### src/rtl/lbm_pkg.sv
package lbm_pkg;

  typedef enum logic [1:0] {
    ROLE_SRC_A = 2'd0,
    ROLE_SRC_B = 2'd1,
    ROLE_FUNC  = 2'd2,
    ROLE_OUT   = 2'd3
  } gene_role_e;

  function automatic logic [31:0] xs32_step(input logic [31:0] x);
    logic [31:0] y;
    y = x ^ (x << 13);
    y = y ^ (y >> 17);
    y = y ^ (y << 5);
    return y;
  endfunction

endpackage

### src/rtl/lbm_rng.sv
module lbm_rng
  import lbm_pkg::*;
(
  input  logic        clk,
  input  logic        rst_n,
  input  logic        load,
  input  logic [31:0] seed,
  input  logic        step,
  output logic [31:0] word
);
  logic [31:0] state_q, state_d;

  assign word = xs32_step(state_q);

  always_comb begin
    state_d = state_q;
    if (load)      state_d = (seed == 32'd0) ? 32'd1 : seed;
    else if (step) state_d = word;
  end

  always_ff @(posedge clk or negedge rst_n) begin
    if (!rst_n) state_q <= 32'd1;
    else        state_q <= state_d;
  end
endmodule

### src/rtl/lbm_walker.sv
module lbm_walker
  import lbm_pkg::*;
#(
  parameter int ROWS  = 3,
  parameter int COLS  = 4,
  parameter int NGENE = 38,
  parameter int AW    = 6,
  parameter int CW    = 3
) (
  input  logic          clk,
  input  logic          rst_n,
  input  logic          start,
  output logic          busy,
  output logic [AW-1:0] idx,
  output gene_role_e    role,
  output logic [CW-1:0] col,
  output logic          last
);
  localparam int RW = (ROWS > 1) ? $clog2(ROWS) : 1;

  logic          busy_q, busy_d;
  logic [AW-1:0] idx_q, idx_d;
  logic [1:0]    sub_q, sub_d;
  logic [RW-1:0] row_q, row_d;
  logic [CW-1:0] col_q, col_d;

  assign busy = busy_q;
  assign idx  = idx_q;
  assign col  = col_q;
  assign last = (idx_q == AW'(NGENE - 1));

  always_comb begin
    if (col_q == CW'(COLS))  role = ROLE_OUT;
    else if (sub_q == 2'd2)  role = ROLE_FUNC;
    else if (sub_q == 2'd1)  role = ROLE_SRC_B;
    else                     role = ROLE_SRC_A;
  end

  always_comb begin
    busy_d = busy_q;
    idx_d  = idx_q;
    sub_d  = sub_q;
    row_d  = row_q;
    col_d  = col_q;
    if (!busy_q) begin
      if (start) begin
        busy_d = 1'b1;
        idx_d  = '0;
        sub_d  = 2'd0;
        row_d  = '0;
        col_d  = '0;
      end
    end else if (last) begin
      busy_d = 1'b0;
    end else begin
      idx_d = idx_q + AW'(1);
      if (col_q != CW'(COLS)) begin
        if (sub_q == 2'd2) begin
          sub_d = 2'd0;
          if (row_q == RW'(ROWS - 1)) begin
            row_d = '0;
            col_d = col_q + CW'(1);
          end else begin
            row_d = row_q + RW'(1);
          end
        end else begin
          sub_d = sub_q + 2'd1;
        end
      end
    end
  end

  always_ff @(posedge clk or negedge rst_n) begin
    if (!rst_n) begin
      busy_q <= 1'b0;
      idx_q  <= '0;
      sub_q  <= 2'd0;
      row_q  <= '0;
      col_q  <= '0;
    end else begin
      busy_q <= busy_d;
      idx_q  <= idx_d;
      sub_q  <= sub_d;
      row_q  <= row_d;
      col_q  <= col_d;
    end
  end
endmodule

### src/rtl/lbm_range.sv
module lbm_range #(
  parameter int ROWS   = 3,
  parameter int COLS   = 4,
  parameter int NIN    = 2,
  parameter int LBACK  = 2,
  parameter int CW     = 3,
  parameter int SW     = 5,
  parameter int GENE_W = 8
) (
  input  logic [CW-1:0]     col,
  output logic [GENE_W-1:0] lo,
  output logic [SW-1:0]     size
);
  logic [GENE_W-1:0] lo_tab [COLS+1];
  logic [SW-1:0]     sz_tab [COLS+1];

  for (genvar c = 0; c <= COLS; c++) begin : g_col
    localparam int HI = c * ROWS + 2 * NIN + 1;
    localparam int LO = (c > LBACK) ? (2 * NIN + 2 + (c - LBACK) * ROWS) : 0;
    assign lo_tab[c] = GENE_W'(LO);
    assign sz_tab[c] = SW'(HI - LO + 1);
  end

  always_comb begin
    lo   = '0;
    size = SW'(1);
    for (int c = 0; c <= COLS; c++) begin
      if (col == CW'(c)) begin
        lo   = lo_tab[c];
        size = sz_tab[c];
      end
    end
  end
endmodule

### src/rtl/lbm_draw.sv
module lbm_draw #(
  parameter int SW     = 5,
  parameter int GENE_W = 8
) (
  input  logic [15:0]       rnd,
  input  logic [GENE_W-1:0] lo,
  input  logic [SW-1:0]     size,
  input  logic              is_func,
  output logic [GENE_W-1:0] value
);
  logic [SW-1:0]    span;
  logic [SW+15:0]   prod;
  logic [SW-1:0]    pick;

  always_comb begin
    span = is_func ? (size + SW'(12)) : size;
    prod = {{SW{1'b0}}, rnd} * {16'd0, span};
    pick = prod[SW+15:16];
    if (is_func && (pick >= size))
      value = GENE_W'(size) - GENE_W'(pick) - GENE_W'(1);
    else
      value = lo + GENE_W'(pick);
  end
endmodule

### src/rtl/lb_gene_mutator.sv
module lb_gene_mutator
  import lbm_pkg::*;
#(
  parameter int ROWS   = 3,
  parameter int COLS   = 4,
  parameter int NIN    = 2,
  parameter int LBACK  = 2,
  parameter int NOUT   = 2,
  parameter int GENE_W = 8,
  parameter int RATE_W = 8,
  localparam int NGENE    = 3 * ROWS * COLS + NOUT,
  localparam int AW       = $clog2(NGENE),
  localparam int MAX_NODE = COLS * ROWS + 2 * NIN + 1,
  localparam int CW       = $clog2(COLS + 1),
  localparam int SW       = $clog2(MAX_NODE + 14)
) (
  input  logic              clk,
  input  logic              rst_n,
  input  logic              start,
  input  logic [31:0]       seed,
  input  logic [RATE_W-1:0] rate,
  output logic              busy,
  output logic              done,
  output logic              wr_en,
  output logic [AW-1:0]     wr_addr,
  output logic [GENE_W-1:0] wr_data
);
  logic [31:0]       word;
  logic [AW-1:0]     idx;
  gene_role_e        role;
  logic [CW-1:0]     col;
  logic              last;
  logic [GENE_W-1:0] lo;
  logic [SW-1:0]     size;
  logic [GENE_W-1:0] value;
  logic              hit;
  logic              unused_lo;

  assign unused_lo = ^word[15:0];

  lbm_rng u_rng (
    .clk  (clk),
    .rst_n(rst_n),
    .load (start & ~busy),
    .seed (seed),
    .step (busy),
    .word (word)
  );

  lbm_walker #(
    .ROWS(ROWS), .COLS(COLS), .NGENE(NGENE), .AW(AW), .CW(CW)
  ) u_walk (
    .clk  (clk),
    .rst_n(rst_n),
    .start(start),
    .busy (busy),
    .idx  (idx),
    .role (role),
    .col  (col),
    .last (last)
  );

  lbm_range #(
    .ROWS(ROWS), .COLS(COLS), .NIN(NIN), .LBACK(LBACK),
    .CW(CW), .SW(SW), .GENE_W(GENE_W)
  ) u_range (
    .col (col),
    .lo  (lo),
    .size(size)
  );

  lbm_draw #(.SW(SW), .GENE_W(GENE_W)) u_draw (
    .rnd    (word[31:16]),
    .lo     (lo),
    .size   (size),
    .is_func(role == ROLE_FUNC),
    .value  (value)
  );

  logic              wr_en_q, wr_en_d;
  logic              done_q, done_d;
  logic [AW-1:0]     addr_q;
  logic [GENE_W-1:0] data_q;

  always_comb begin
    hit     = busy && (word[RATE_W-1:0] < rate);
    wr_en_d = hit;
    done_d  = busy && last;
  end

  always_ff @(posedge clk or negedge rst_n) begin
    if (!rst_n) begin
      wr_en_q <= 1'b0;
      done_q  <= 1'b0;
      addr_q  <= '0;
      data_q  <= '0;
    end else begin
      wr_en_q <= wr_en_d;
      done_q  <= done_d;
      if (hit) begin
        addr_q <= idx;
        data_q <= value;
      end
    end
  end

  assign wr_en   = wr_en_q;
  assign done    = done_q;
  assign wr_addr = addr_q;
  assign wr_data = data_q;
endmodule

### config.mk
export PLATFORM = sky130hd
export DESIGN_NAME = lb_gene_mutator
export DESIGN_NICKNAME = d
export VERILOG_FILES = /design/src/rtl/lbm_pkg.sv /design/src/rtl/lbm_rng.sv /design/src/rtl/lbm_walker.sv /design/src/rtl/lbm_range.sv /design/src/rtl/lbm_draw.sv /design/src/rtl/lb_gene_mutator.sv
export SDC_FILE = /design/constraint.sdc
export NUM_CORES = 1
export LEC_CHECK = 0
export BUFFER_PORTS_ARGS = -buffer_cell sky130_fd_sc_hd__buf_2
export CAP_MARGIN = 30
export CORE_ASPECT_RATIO = 0.7
export CORE_MARGIN = 3
export CORE_UTILIZATION = 45
export DETAILED_ROUTE_END_ITERATION = 12
export GPL_TIMING_DRIVEN = 0
export SLEW_MARGIN = 20
export SYNTH_ARGS = -nofsm -noshare
export SYNTH_HDL_FRONTEND = slang
export SYNTH_SLANG_ARGS = --single-unit
### constraint.sdc
create_clock -name clk -period 18.7 [get_ports clk]
set_input_delay 0.935 -clock clk [delete_from_list [all_inputs] [get_ports clk]]
set_output_delay 0.935 -clock clk [all_outputs]
set_load 0.005 [all_outputs]
# --- Word level (Yosys, flattened, before mapping) ---
# Index checks and enable logic that the tools add are counted.
totals:
  out_inout_bits: 17
  reg_bits: 62
  wordCells: 88
classes:
  mul: 1
  magnitude_cmp: 2
  add_sub_neg: 8
  reduce_logical: 11
  n_bitwise: 5
  eq_ne: 14
  n_mux: 37
ops:
  columns: ["operator", "n"]
  rows:
  - ["two-way mux 32 bit", 3]
  - ["bitwise XOR 32 bit", 2]
  - ["zero test 32 bit", 1]
  - ["bitwise XOR 32 x 15 -> 32 bit", 1]
  - ["two-way mux 5 bit", 5]
  - ["two-way mux 2 bit", 12]
  - ["multiplier 16 x 5 -> 21 bit", 1]
  - ["two-way mux 3 bit", 7]
  - ["two-way mux 6 bit", 3]
  - ["less-than comparator 8 bit", 1]
  - ["two-way mux 4 bit", 2]
  - ["two-way mux 8 bit", 1]
  - ["!= test 2 bit, second input constant", 4]
  - ["subtractor 8 x 1 -> 8 bit, second input constant", 1]
  - ["adder 4 x 5 -> 6 bit", 1]
  - ["adder 6 x 1 -> 6 bit, second input constant", 1]
  - ["equality test 2 bit, second input constant", 3]
  - ["equality test 3 x 2 -> 1 bit, second input constant", 2]
  - ["equality test 6 bit, second input constant", 1]
  - ["subtractor 5 x 5 -> 6 bit", 1]
  - ["adder 5 x 4 -> 5 bit, second input constant", 1]
  - ["greater-or-equal comparator 5 bit", 1]
  - ["AND reduction 5 bit", 1]
  - ["adder 2 x 1 -> 2 bit, second input constant", 2]
  - ["other kinds (14)", 20]

# --- Logic depth before layout (Yosys ltp) ---
depth:
  depth_word: 12
  mapped_depth: 31
  depth_no_buf: 31

# --- Hierarchy ---
# A second synthesis with hierarchy kept.
unflattened:
  cells_unflattened: 756
  hier_area_um2: 7065.5
modules_own_cells:
  columns: ["mod", "area_each_um2", "cells_per_inst", "n_inst", "seq_area_each_um2"]
  rows:
  - ["lbm_draw", 2941.6, 371, 1, 0.0]
  - ["lbm_rng", 2306.0, 220, 1, 802.0]
  - ["lb_gene_mutator", 862.1, 59, 1, 400.4]
  - ["lbm_walker", 840.8, 90, 1, 350.3]
  - ["lbm_range", 115.1, 16, 1, 0.0]

# --- Least setup slack after synthesis ---
# OpenSTA, ideal clock, no wires.
synth_timing:
  path_kind: "register to register"
  startpoint: "reg u_walk.col_q[0] (netlist: u_walk.col[0])"
  endpoint: "reg data_q[3] (netlist: wr_data[3])"
  path_buffers: 1
  path_stages_with_launch: 30
  setup_ns: 0.125
  arrival_time_ns: 6.660
  setup_slack_ns: 11.915
  synth_period_minus_slack_ns: 6.785
  cell_sequence: "dfrtp_1 inv_1 ha_1 nand2_1 nand3b_1 xnor2_1 clkbuf_1 nor2_1 fa_1 fa_1 inv_1 fa_1 inv_1 ha_1 a211oi_1 o211ai_1 o221ai_1 nand2_1 and2_1 a211oi_1 xnor2_1 inv_1 ha_1 nand2_1 or4_1 and3_1 xor2_1 xor2_1 mux2i_1 mux2_2"
synth_via:
  elab_chain_cells: 12
  word_cells_on_any_way: 23
  cone_classes: "add/sub: 4; mul: 1; order compare: 1; eq/ne: 5; mux: 10; reduce/logical: 2"
synth_rtl:
  columns: ["element", "line_no", "text"]
  rows:
  - ["from (decl)", "lbm_walker.sv:25", "logic [CW-1:0] col_q, col_d;"]
  - ["from (signal assigned)", "lbm_walker.sv:85", "col_q <= col_d;"]
  - ["zero test 3 bit", "lbm_range.sv:28", "if (col == CW'(c)) begin"]
  - ["two-way mux 3 bit", "lbm_range.sv:28", null]
  - ["two-way mux 5 bit (4 in series)", "lbm_range.sv:28", null]
  - ["adder 5 x 4 -> 5 bit", "lbm_draw.sv:16", "span = is_func ? (size + SW'(12)) : size;"]
  - ["two-way mux 5 bit", "lbm_draw.sv:16", null]
  - ["multiplier 16 x 5 -> 21 bit", "lbm_draw.sv:17", "prod = {{SW{1'b0}}, rnd} * {16'd0, span};"]
  - ["subtractor 5 x 5 -> 6 bit or greater-or-equal comparator 5 bit (tied branches)", "lbm_draw.sv:20, lbm_draw.sv:19", null]
  - ["subtractor 8 x 1 -> 8 bit or logical AND 1 bit (tied branches)", "lbm_draw.sv:20, lbm_draw.sv:19", null]
  - ["two-way mux 8 bit (*)", "lbm_draw.sv:19", "if (is_func && (pick >= size))"]
  - ["to (signal assigned)", "lb_gene_mutator.sv:102", "data_q <= value;"]
  - ["to (decl)", "lb_gene_mutator.sv:83", "logic [GENE_W-1:0] data_q;"]
# Every way passes the cells marked *; elsewhere a longest branch is shown, timed or not.
# A chain may end at the register's enable or synchronous reset.

# --- Worst setup path after layout ---
# Ends and elaborated chain as after synthesis.

==> out/qor.json <==
{
  "floorplan": {
    "initial_core_util_pct": 47.17,
    "fp-row-count": 35,
    "die_height_um": 105.3,
    "fp.coreArea_sq_um": 13440,
    "boundaryPins": 60,
    "dieArea_sq_um": 15570,
    "die-width_um": 147.9
  },
  "yosys": {
    "syn-instance-count": 715,
    "post-synth-top-area-cell": "sky130_fd_sc_hd__dfrtp_1",
    "synth-edff-count": 0,
    "synthesis.nets": 847,
    "async_reset_ff_share_pct": 100.0,
    "synthMostInstantiatedCell": "sky130_fd_sc_hd__inv_1",
    "synth_warnings": 0,
    "dominantRegCellSynth": "sky130_fd_sc_hd__dfrtp_1",
    "synth.cells.most_frequent": "83 x sky130_fd_sc_hd__inv_1, 81 x sky130_fd_sc_hd__nor2_1, 61 x sky130_fd_sc_hd__dfrtp_1",
    "synth_cell_type_count": 57,
    "synth_sequential_area_ratio_pct": 24.49,
    "synth-seq-cells": 62,
    "yosys.area.top_type_share_pct": 24.07,
    "synth.area.top_cells": "sky130_fd_sc_hd__dfrtp_1 24%, sky130_fd_sc_hd__fa_1 13%, sky130_fd_sc_hd__ha_1 9.5%",
    "netlist_area_sq_um": 6341,
    "syn_area_per_cell_sq_um": 8.869
  },
  "sta": {
    "worst_slew_margin_relative_to_its_limit_pct": 42.12,
    "fmax_ghz": 0.1193,
    "period_utilization_pct": 44.81,
    "timing.final.setup_violations": 0,
    "period_needed_ns": 8.380,
    "rsz_0062_raised_after_global_routing": "no",
    "finClkSkew_ns": 0.004301,
    "slew_of_the_pin_with_the_lowest_slew_margin_ns": 0.8621,
    "hold_viol": 0,
    "fin_setup_tns_ns": 0,
    "slew_viol_final": 0
  },
  "finish": {
    "n_antenna_cell": 0,
    "syn2layout_area_growth_pct": 13.14,
    "fillers": 1306,
    "finish.net_count": 916,
    "final_layout_size_suffix_gt1_share_pct": 14.45
  },
  "worst_setup_path": {
    "worst_path_class_setup": "reg -> reg",
    "timing.critical_path.slowest_cell_delay_ns": 0.71,
    "crit_path_start_kind": "register",
    "critical_path_endpoint_category": "register",
    "worst_ep_arrival_time_ns": 8.59,
    "cp_common_cell": "sky130_fd_sc_hd__inv_1",
    "critical-path-slowest-cell": "sky130_fd_sc_hd__xnor2_1",
    "worst_ep_required_time_ns": 18.92,
    "timing.critical_path.fanout_max": 10
  },
  "grt": {
    "grt_pass1_wl_um": 27990,
    "number_of_global_route_vias_before_repair": 5286,
    "grt_util_all_layers_pct": 22.46,
    "grt_start_max_net_pins": 63,
    "antenna_found_initial": 0,
    "grt-ovfl-total": 0
  },
  "routing": {
    "drt-pass1-iter-count": 5,
    "route.detailed.drc": 0,
    "detailroute.via_count": 5246,
    "totalWireLength_um": 16650,
    "drt_iter0_drc": 422,
    "antenna_viol_nets_final": 0,
    "drt-vias-per-instance": 5.386,
    "route.detailed.wl_per_inst_um": 17.09
  },
  "place": {
    "gp_congestion": 0.9176,
    "detailed_place_hpwl_um": 13400,
    "placement.io_buffers": 58
  },
  "run_status": {
    "outcome": "complete, no violations"
  },
  "clock_tree": {
    "root_buffer": "sky130_fd_sc_hd__clkbuf_16",
    "ctsResizeCount": 0,
    "clock_tree.htree_level_count": 3,
    "worst_setup_hold_path_clk_slew_ns": 0.06,
    "cts_made_buffers": 9,
    "tritoncts": "yes",
    "clkSinkCount": 62,
    "cts_setup_buffers": 0,
    "post_cts_hold_buffer_count": 0,
    "clk_latency_ns": 0.33,
    "cts-root-to-sink-buffers": 2
  },
  "worst_hold_path": {
    "timing.hold.worst.class": "reg -> reg"
  },
  "run": {
    "timing.max_cap.violations": 0
  }
}
[worst max-delay path: cells and delay by family, from the launching register on]
family	cells	cell delay [ns]
adders and majority gates	6	2.50
and+or+nand+nor	8	1.89
xor gates and xnor gates	4	1.31
AOI/OAI and AO/OA	4	0.97
buffers and inverters	5	0.74
DFF	1	0.47
muxes	2	0.37
[placed cells by master, fill, tap and decap left out, types with 10 or more instances in the layout]
master | Yosys | final
sky130_fd_sc_hd__buf_2 | 0 | 57
sky130_fd_sc_hd__nor4_1 | 10 | 10
sky130_fd_sc_hd__o21ai_0 | 26 | 26
sky130_fd_sc_hd__xnor2_1 | 56 | 56
sky130_fd_sc_hd__a21oi_1 | 38 | 38
sky130_fd_sc_hd__dfrtp_1 | 61 | 61
sky130_fd_sc_hd__nor2_1 | 81 | 81
sky130_fd_sc_hd__nand2_1 | 50 | 50
sky130_fd_sc_hd__inv_1 | 83 | 83
sky130_fd_sc_hd__mux2i_1 | 18 | 18
sky130_fd_sc_hd__nand2b_1 | 12 | 12
sky130_fd_sc_hd__nor3_1 | 10 | 10
sky130_fd_sc_hd__mux2_2 | 12 | 12
sky130_fd_sc_hd__fa_1 | 41 | 41
sky130_fd_sc_hd__or2_2 | 12 | 12
sky130_fd_sc_hd__nor2b_1 | 19 | 19
sky130_fd_sc_hd__ha_1 | 48 | 48
sky130_fd_sc_hd__xor2_1 | 25 | 25
sky130_fd_sc_hd__a211oi_1 | 17 | 17
sky130_fd_sc_hd__clkbuf_1 | 19 | 19
[cell type report]
cell class	count	area (sq um)	share of cell area, %
timing repair buffer	58	292.8	4.081
buffer	23	97.59	1.360
multi-input combinational	546	4375	60.99
clock buffer	10	239.0	3.331
clock inverter	6	70.07	0.9766
sequential	62	1553	21.64
tap	185	231.5	3.226
inverter	84	315.3	4.395
[logic make-up after synthesis]
group	Yosys count	synth area share, %
and+or+nand+nor	228	17.25
DFF	62	24.49
adders and majority gates	90	22.57
AOI/OAI and AO/OA	112	11.35
buffers and inverters	107	6.512
muxes	30	4.972
xor gates and xnor gates	86	12.86
[stage by stage]
stage	utilization (%)	hold slack, ns	cell area, sq um	instances	setup slack [ns]
floorplan	-	0.4874	6341	715	11.92
finish	53.36	0.5014	7174	974	10.32
detailed placement	51.07	0.4915	6865	958	10.54
global route	53.36	0.5233	7174	974	9.939
CTS	53.36	0.5098	7174	974	10.49
global placement	51.05	0.4907	6863	958	10.70
[layer usage]
| metal | track usage [%] | vias to the layer above | wire length, um |
|---|---|---|---|
| met5 | 0 | - | 0 |
| li1 | - | 2510 | - |
| met3 | 4.469 | 8 | 1196 |
| met1 | 34.92 | 2580 | 8352 |
| met4 | 2.835 | 0 | 87 |
| met2 | 33.17 | 148 | 7010 |
[final timing paths]
path | startpoint | to | slack (ns) | cells after the start
min reg2reg | wr_addr[3] | wr_addr[3] | 0.50 | 1
min in group asynchronous | rst_n | u_rng.state_q[24] | 0.69 | 1
max in group asynchronous | rst_n | u_walk.busy | 17.48 | 1
max | u_walk.col[0] | wr_data[3] | 10.32 | 29
min | wr_addr[3] | wr_addr[3] | 0.50 | 1
max reg2reg | u_walk.col[0] | wr_data[3] | 10.32 | 29
[state kept, by name, indices dropped and copies added, names as in the netlist]
signal         flops
u_walk.idx         6
u_walk.col         3
u_walk.row_q       2
wr_data            8
u_rng.state_q     32
u_walk.busy        1
u_walk.sub_q       2
wr_en              1
wr_addr            6
done               1
Power is not shown: default switching activity piles up to over one toggle a cycle in this logic, so the estimate is an artifact.
